==> config.mk <==
export PLATFORM = sky130hd
export DESIGN_NAME = mixed_decay_chopper
export DESIGN_NICKNAME = d
export VERILOG_FILES = /design/src/rtl/chop_pkg.sv /design/src/rtl/chop_timer.sv /design/src/rtl/chop_window.sv /design/src/rtl/chop_phase_fsm.sv /design/src/rtl/chop_nonoverlap.sv /design/src/rtl/mixed_decay_chopper.sv
export SDC_FILE = /design/constraint.sdc
export NUM_CORES = 1
export LEC_CHECK = 0
export BUFFER_PORTS_ARGS = -buffer_cell sky130_fd_sc_hd__clkbuf_2
export CORE_MARGIN = 1.5
export CORE_UTILIZATION = 49
export CTS_CLUSTER_DIAMETER = 50
export DETAILED_ROUTE_END_ITERATION = 6
export GPL_ROUTABILITY_DRIVEN = 0
export HOLD_SLACK_MARGIN = 0.1
export PLACE_DENSITY_LB_ADDON = 0.3
export SETUP_SLACK_MARGIN = 0.05
export SLEW_MARGIN = 20
export SYNTH_ARGS = -nofsm -noshare
export SYNTH_HDL_FRONTEND = slang
export SYNTH_HIERARCHICAL = 1
export SYNTH_SLANG_ARGS = --single-unit
==> constraint.sdc <==
create_clock -name clk -period 1.47 [get_ports clk]
set_clock_uncertainty 0.15 [all_clocks]
set_input_delay 0 -clock clk [delete_from_list [all_inputs] [get_ports clk]]
set_output_delay 0 -clock clk [all_outputs]
set_load 0.01 [all_outputs]
==> src/rtl/chop_pkg.sv <==
package chop_pkg;

  typedef enum logic [1:0] {
    PH_OFF    = 2'd0,
    PH_CHARGE = 2'd1,
    PH_SLOW   = 2'd2,
    PH_FAST   = 2'd3
  } chop_phase_t;

  typedef struct packed {
    logic hi_a;
    logic hi_b;
    logic lo_a;
    logic lo_b;
  } bridge_t;

  function automatic bridge_t phase_to_bridge(input chop_phase_t ph);
    bridge_t b;
    b = '0;
    case (ph)
      PH_CHARGE: begin b.hi_a = 1'b1; b.lo_b = 1'b1; end
      PH_SLOW:   begin b.lo_a = 1'b1; b.lo_b = 1'b1; end
      PH_FAST:   begin b.hi_b = 1'b1; b.lo_a = 1'b1; end
      default:   b = '0;
    endcase
    return b;
  endfunction

endpackage

==> src/rtl/chop_timer.sv <==
module chop_timer #(
  parameter int PERIOD_TICKS = 16,
  parameter int CNT_W        = $clog2(PERIOD_TICKS)
) (
  input  logic             clk,
  input  logic             rst_n,
  input  logic             osc_tick,
  input  logic             step_pulse,
  output logic [CNT_W-1:0] cnt,
  output logic             period_start
);
  localparam logic [CNT_W-1:0] LAST = CNT_W'(PERIOD_TICKS - 1);

  logic [CNT_W-1:0] cnt_q, cnt_d;
  logic             pend_q, pend_d;
  logic             restart, wrap, cnt_en;

  assign restart = osc_tick & pend_q;
  assign wrap    = osc_tick & (cnt_q == LAST);
  assign cnt_en  = osc_tick;

  always_comb begin
    cnt_d = cnt_q;
    if (restart)
      cnt_d = '0;
    else if (wrap)
      cnt_d = '0;
    else
      cnt_d = cnt_q + 1'b1;
  end

  always_comb begin
    pend_d = (pend_q & ~restart) | step_pulse;
  end

  always_ff @(posedge clk or negedge rst_n) begin
    if (!rst_n) begin
      cnt_q <= '0;
    end else if (cnt_en) begin
      cnt_q <= cnt_d;
    end
  end

  always_ff @(posedge clk or negedge rst_n) begin
    if (!rst_n) begin
      pend_q <= 1'b0;
    end else begin
      pend_q <= pend_d;
    end
  end

  assign cnt          = cnt_q;
  assign period_start = restart | wrap;

endmodule

==> src/rtl/chop_window.sv <==
module chop_window #(
  parameter int PERIOD_TICKS = 16,
  parameter int CNT_W        = $clog2(PERIOD_TICKS)
) (
  input  logic [CNT_W-1:0] cnt,
  input  logic [1:0]       decay_sel,
  input  logic             full_fast,
  output logic             in_fast
);
  localparam logic [CNT_W:0] PER = (CNT_W+1)'(PERIOD_TICKS);

  logic [CNT_W:0] fast_ticks;
  logic [CNT_W:0] fast_from;

  always_comb begin
    case (decay_sel)
      2'b01:   fast_ticks = PER >> 3;
      2'b10:   fast_ticks = PER >> 2;
      2'b11:   fast_ticks = PER >> 1;
      default: fast_ticks = '0;
    endcase
  end

  always_comb begin
    if (full_fast)
      fast_from = '0;
    else
      fast_from = PER - fast_ticks;
  end

  assign in_fast = ({1'b0, cnt} >= fast_from);

endmodule

==> src/rtl/chop_phase_fsm.sv <==
module chop_phase_fsm
  import chop_pkg::*;
#(
  parameter int BLANK_CYC = 4,
  parameter int BLK_W     = $clog2(BLANK_CYC + 1)
) (
  input  logic        clk,
  input  logic        rst_n,
  input  logic        period_start,
  input  logic        in_fast,
  input  logic        cur_hit,
  output chop_phase_t phase
);
  localparam logic [BLK_W-1:0] BLANK_LD = BLK_W'(BLANK_CYC);

  chop_phase_t      ph_q, ph_d;
  logic [BLK_W-1:0] blank_q, blank_d;

  always_comb begin
    ph_d    = ph_q;
    blank_d = blank_q;
    if (period_start) begin
      ph_d    = PH_CHARGE;
      blank_d = BLANK_LD;
    end else begin
      case (ph_q)
        PH_CHARGE: begin
          if (blank_q != '0)
            blank_d = blank_q - 1'b1;
          else if (cur_hit)
            ph_d = in_fast ? PH_FAST : PH_SLOW;
        end
        PH_SLOW: begin
          if (in_fast)
            ph_d = PH_FAST;
        end
        PH_FAST: begin
          ph_d = PH_FAST;
        end
        default: begin
          ph_d    = PH_CHARGE;
          blank_d = BLANK_LD;
        end
      endcase
    end
  end

  always_ff @(posedge clk or negedge rst_n) begin
    if (!rst_n) begin
      ph_q    <= PH_CHARGE;
      blank_q <= BLANK_LD;
    end else begin
      ph_q    <= ph_d;
      blank_q <= blank_d;
    end
  end

  assign phase = ph_q;

endmodule

==> src/rtl/chop_nonoverlap.sv <==
module chop_nonoverlap
  import chop_pkg::*;
(
  input  logic        clk,
  input  logic        rst_n,
  input  chop_phase_t want,
  output bridge_t     bridge
);
  chop_phase_t drv_q, drv_d;
  logic        gap_q, gap_d;

  always_comb begin
    drv_d = drv_q;
    gap_d = 1'b0;
    if (gap_q)
      drv_d = want;
    else if (want != drv_q)
      gap_d = 1'b1;
  end

  always_ff @(posedge clk or negedge rst_n) begin
    if (!rst_n) begin
      drv_q <= PH_OFF;
      gap_q <= 1'b0;
    end else begin
      drv_q <= drv_d;
      gap_q <= gap_d;
    end
  end

  assign bridge = gap_q ? '0 : phase_to_bridge(drv_q);

endmodule

==> src/rtl/mixed_decay_chopper.sv <==
module mixed_decay_chopper
  import chop_pkg::*;
#(
  parameter int PERIOD_TICKS = 16,
  parameter int BLANK_CYC    = 4
) (
  input  logic       clk,
  input  logic       rst_n,
  input  logic       osc_tick,
  input  logic       cur_hit,
  input  logic       step_pulse,
  input  logic       enable,
  input  logic [1:0] decay_sel,
  input  logic       full_fast,
  output logic       sw_hi_a,
  output logic       sw_hi_b,
  output logic       sw_lo_a,
  output logic       sw_lo_b
);
  localparam int CNT_W = $clog2(PERIOD_TICKS);
  localparam int BLK_W = $clog2(BLANK_CYC + 1);

  logic [CNT_W-1:0] cnt;
  logic             period_start;
  logic             in_fast;
  chop_phase_t      phase;
  chop_phase_t      want;
  bridge_t          bridge;

  chop_timer #(.PERIOD_TICKS(PERIOD_TICKS), .CNT_W(CNT_W)) u_timer (
    .clk          (clk),
    .rst_n        (rst_n),
    .osc_tick     (osc_tick),
    .step_pulse   (step_pulse),
    .cnt          (cnt),
    .period_start (period_start)
  );

  chop_window #(.PERIOD_TICKS(PERIOD_TICKS), .CNT_W(CNT_W)) u_window (
    .cnt       (cnt),
    .decay_sel (decay_sel),
    .full_fast (full_fast),
    .in_fast   (in_fast)
  );

  chop_phase_fsm #(.BLANK_CYC(BLANK_CYC), .BLK_W(BLK_W)) u_fsm (
    .clk          (clk),
    .rst_n        (rst_n),
    .period_start (period_start),
    .in_fast      (in_fast),
    .cur_hit      (cur_hit),
    .phase        (phase)
  );

  assign want = enable ? phase : PH_OFF;

  chop_nonoverlap u_gap (
    .clk    (clk),
    .rst_n  (rst_n),
    .want   (want),
    .bridge (bridge)
  );

  assign sw_hi_a = bridge.hi_a;
  assign sw_hi_b = bridge.hi_b;
  assign sw_lo_a = bridge.lo_a;
  assign sw_lo_b = bridge.lo_b;

endmodule

== Yosys cells after proc, flatten, opt, wreduce, memory -nomap -nowiden ==
Cells that the tools add are included.
Word-level totals
  output and inout port bits: 4
  register bits: 13
Cells by class
  equal/unequal tests: 16
  order comparisons: 1
  reductions and logical operators: 6
  bitwise logic cells: 6
  mux-type cells: 21
  add/sub/neg operators: 3
Operators by type and width (number)
  $eq A2 B2 Y1 const B: 6
  $mux W4: 3
  $pmux W4 S3: 1
  $mux W2: 5
  $mux W1: 7
  $eq A2 B1 Y1 const B: 3
  $mux W3: 2
  $ne A3 B2 Y1 const B: 2
  $ne A3 B3 Y1 const B: 2
  $pmux W2 S3: 1
  $pmux W3 S2: 1
  $reduce_or A2 Y1: 3
  $ge A4 B5 Y1: 1
  $mux W5: 1
  $sub A5 B4 Y5 const A: 1
  $add A4 B1 Y4 const B: 1
  $eq A4 B4 Y1 const B: 1
  $and A1 B1 Y1: 3
  $reduce_and A3 Y1: 1
  $reduce_bool A3 Y1: 1
  $sub A3 B1 Y3 const B: 1
  $ne A2 B1 Y1 const B: 1
  $ne A2 B2 Y1: 1
  $or A1 B1 Y1: 2
  2 further kinds: 2

== Depth between registers and ports, before layout ==
  depth after elaboration: 10
  gate-level depth with buffers: 9
  depth with buffers taken out: 9

== By module ==
The synthesis kept the hierarchy.
By module, submodules not included
  chop_phase_fsm: sequential area each 127.6 um2, area an instance 291.5 um2, times used 1, cells each 30
  chop_timer: sequential area each 125.1 um2, area an instance 252.7 um2, times used 1, cells each 25
  chop_nonoverlap: sequential area each 75.1 um2, area an instance 188.9 um2, times used 1, cells each 21
  chop_window: sequential area each 0.0 um2, area an instance 151.4 um2, times used 1, cells each 18
  mixed_decay_chopper: sequential area each 0.0 um2, area an instance 12.5 um2, times used 1, cells each 2

== Least setup slack after synthesis ==
Ideal clock, no wire load.
  path kind: reg-to-reg
  from: register u_timer.cnt_q[3], in the netlist u_timer/cnt[3]
  to: register u_fsm.ph_q[0], in the netlist u_fsm/phase[0]
  cell stages (with the launch flop): 6
  arrival: 1263 ps
  buffers on the path: 0
  slack: -21 ps
  required time: 1242 ps
  clock period less this slack: 1491 ps
  cells stage by stage: dfrtp_1 ha_1 and3_1 a221o_1 nor2_1 nand2_1
On the way
  word-level cells in the longest chain between the ends: 6
Ends and longest elaborated chain
  start, declared: RTL line chop_timer.sv:14  | logic [CNT_W-1:0] cnt_q, cnt_d;
  start signal, assigned: RTL line chop_timer.sv:40  | cnt_q <= cnt_d;
  $ge A4 B5 Y1 (*): RTL line chop_window.sv:31  | assign in_fast = ({1'b0, cnt} >= fast_from);
  net in_fast: RTL line mixed_decay_chopper.sv:25  | logic in_fast;
  $mux W1: RTL line chop_phase_fsm.sv:31  | ph_d = in_fast ? PH_FAST : PH_SLOW;
  $mux W2: RTL line chop_phase_fsm.sv:30  | else if (cur_hit)
  $mux W2: RTL line chop_phase_fsm.sv:28  | if (blank_q != '0)
  $pmux W2 S3: RTL line chop_phase_fsm.sv:26  | case (ph_q)
  $mux W2: RTL line chop_phase_fsm.sv:22  | if (period_start) begin
  end signal, assigned: RTL line chop_phase_fsm.sv:53  | ph_q <= ph_d;
  end, declared: RTL line chop_phase_fsm.sv:16  | chop_phase_t ph_q, ph_d;
The timed path passes the listed nets; every way through them passes the cells marked *. The select of a mux whose other input is x is not followed.
A chain may end at the register's enable or synchronous reset.

== Final worst setup path ==
  from: register u_timer.cnt_q[1], in the netlist u_timer/cnt[1]
  to: register u_timer.cnt_q[3], in the netlist u_timer/cnt[3]
On the way
  word-level cells in the longest chain between the ends: 4
Ends and longest elaborated chain
  parallel branches: the longest is 2 deep, another holds $add A4 B1 Y4
  $mux W4 (*): RTL line chop_timer.sv:26  | else if (wrap)
  $mux W4 (*): RTL line chop_timer.sv:24  | if (restart)
Every way passes the cells marked *.

==> impl_metrics.tcl <==
set metrics [dict create \
    die-area_mm2 0.00210 \
    synthToLayoutAreaGrowth_pct 48.0 \
    yosysWarnings 6 \
    synth_top_family_by_area "simple AND/OR/NAND/NOR gates" \
    die_h_um 45.8 \
    syn_area_per_cell_um2 9.34 \
    fmax_mhz 669 \
    ys_types 33 \
    dpl.hpwl_um 1340 \
    synth_most_common_cell "ha_1" \
    post-route-min-period_ps 1490 \
    pin_count 13 \
    route.detailed.drc 0 \
    synth.mux.area_fraction_pct 2.23 \
    finalInstanceArea_mm2 0.00133 \
    synth_compound_area_share_pct 14.4 \
    hold_viol_final 0 \
    drive_gt1_share_pct 45.5 \
    initial_core_util_pct 52.0 \
    synth_cells 96 \
    rsz0062_at_grt "true" \
    synth_fp_nets 117 \
    violations "setup timing" \
    yosys.area_share.xor_xnor_pct 1.95 \
    fin_crit_sh_pct 102 \
    cp.arrival_ps 1510 \
    root_buffer "clkbuf_4" \
    drtAntennaViolNets 0 \
    yosysTopAreaCell "dfrtp_1" \
    antenna_cells 0 \
    setup_viol_count_final 2 \
    placed_cell_area_mm2 0.00103 \
    dr.pass1.iters 4 \
    clock_latency_ps 280 \
    port_buffers 12 \
    syn_area_um2 897 \
    cts_buffers 3 \
    synthTopCellsByCount "ha_1 (12), dfrtp_1 (11), inv_1 (10)" \
    netlist.area_leader.share_pct 30.7 \
    coreArea_mm2 0.00173 \
    grt_pass1_vias 723 \
    status "finished with violations" \
    hold_path.class "primary input to flip-flop" \
    powerDensity_mw_per_mm2 1290 \
    cts_max_path_buffers 2 \
    htreeDepth 1 \
    antenna_found_initial 0 \
    die-width_um 45.8 \
    drv_cap 0 \
    synth_fa_ha_area_share_pct 16.7 \
    row_count 15 \
    required_ps 1490 \
    fill_cells 125 \
    worst-path-max-fanout 3 \
    worst_pin_slew_ps 553 \
    end_kind "flip-flop" \
    nNetsFinal 156 \
    vias_per_cell 5.10 \
    grt_max_degree 12 \
    avgRoutedWirePerCell_um 13.7 \
    fin_ws_ps -24.4 \
    vdd_drop_max_uv 904 \
    finalPower_mw 1.71 \
    grt_pass1_wl_um 3010 \
    drt-total-wl_um 2170 \
    synth-edff-count 0 \
    yosysSeqAreaShare_pct 36.5 \
    yosys_register_bits 13 \
    grt_usage_pct 20.9 \
    final_cells 159 \
    start_kind "flip-flop" \
    ys_top_cells_by_area "dfrtp_1 (31%), ha_1 (17%), dfstp_2 (5.9%)" \
    vias 811 \
    pre_cts_slack_ps -153 \
    drt_iter0_drc 11 \
    synth_flop_cell "dfrtp_1" \
    synth-simple-area-share_pct 22.6 \
    clk_pin_slew_ps 90 \
    dp_cells 138 \
    async_flop_share_pct 100 \
    tritoncts "done" \
    slew_violations 0 \
    overflow 0 \
    cts.sink_count 13 \
    path_class "flip-flop to flip-flop" \
    p_leak_nw 0.612 \
    slew_headroom_pct 63.1 \
]
placed cells by master, fill, tap and decap left out, types with 3 or more instances in the layout:
| master | synthesis | layout |
|---|---|---|
| inv_2 | 2 | 7 |
| inv_1 | 10 | 5 |
| buf_4 | 0 | 11 |
| a21oi_2 | 1 | 3 |
| nand2_1 | 6 | 6 |
| nor2b_1 | 5 | 5 |
| ha_1 | 12 | 5 |
| buf_6 | 0 | 4 |
| buf_2 | 0 | 3 |
| dfrtp_1 | 11 | 10 |
| clkbuf_4 | 0 | 3 |
| dlygate4sd3_1 | 0 | 7 |
| nor2_1 | 8 | 6 |
| ha_2 | 0 | 3 |
| clkbuf_2 | 1 | 9 |
| ha_4 | 0 | 4 |
worst max-delay path, cell delays in order, from the launching register on:
cell,delay (ps)
dfrtp_1,430
buf_6,140
ha_4,160
buf_6,120
a21oi_2,90
nor2b_1,60
o311ai_1,250
report_power, final:
group / switching, mW / internal, mW / total [mW]
logic: 0.402 / 0.472 / 0.874
registers: 0.138 / 0.471 / 0.609
clock network: 0.123 / 0.105 / 0.228
total: 0.664 / 1.05 / 1.71
metrics by stage:
stage	utilization (%)	TNS (ps)	hold slack, ps
after floorplan	-	0	-446
after global placement	59.9	-107	-234
after detailed placement	59.9	-171	-233
after CTS	68.9	-20.5	163
after global routing	76.9	-134	239
final	76.9	-33.3	194
cell families after synthesis:
| kind of cell | after synthesis |
|---|---|
| xor gates and xnor gates | 2 |
| DFF | 13 |
| muxes | 2 |
| buffers and inverters | 13 |
| adders and majority gates | 12 |
| AOI/OAI and AO/OA | 19 |
| and+or+nand+nor | 35 |
routing by layer:
metal	wire, µm	part of all wire, %	track usage, %
met2	1190	55	37.2
met1	925	43	23.2
met3	42	1.9	4.76
met5	0	0	0
met4	12	0.55	10.3
worst paths after layout:
| kind | start | endpoint | slack (ps) | depth (start not counted) |
|---|---|---|---|---|
| max | u_timer/cnt[1]$_DFFE_PN0P_ | u_timer/cnt[3]$_DFFE_PN0P_ | -20 | 6 |
| min | full_fast | u_fsm/phase[0]$_DFFE_PN1P_ | 190 | 7 |
| max reg2reg | u_timer/cnt[1]$_DFFE_PN0P_ | u_timer/cnt[3]$_DFFE_PN0P_ | -20 | 6 |
| min reg2reg | u_fsm/phase[1]$_DFFE_PN0P_ | u_fsm/blank_q[2]$_DFFE_PN1P_ | 380 | 1 |
| max in group asynchronous | rst_n | u_fsm/phase[0]$_DFFE_PN1P_ | 490 | 3 |
| min in group asynchronous | rst_n | u_gap/gap_q$_DFF_PN0_ | 260 | 3 |
registers in the layout (all words and copies together) (netlist names):
name	cells
u_fsm/phase	2
u_fsm/blank_q	3
u_gap/gap_q	1
u_timer/pend_q	1
u_timer/cnt	4
u_gap/drv_q	2
what timing repair did:
item / 4_1_cts / 5_1_grt
pin swaps: 6 / 9
resized for setup: 4 / 27
setup buffers: 5 / 5
endpoints found under the setup margin: 5 / 8
gates cloned: 0 / 0
hold buffers: 8 / 0
hold endpoints to repair: 24 / 0
layout make-up:
| class | instances | area [µm²] | share of cell area (%) |
|---|---|---|---|
| Sequential cell | 13 | 329 | 24.8 |
| Tap cell | 25 | 31.3 | 2.36 |
| Timing Repair Buffer | 35 | 270 | 20.4 |
| Clock buffer | 4 | 26.3 | 1.98 |
| Inverter | 12 | 45.0 | 3.39 |
| Multi-Input combinational cell | 70 | 626 | 47.1 |
Power figures use the tool's default switching activity.
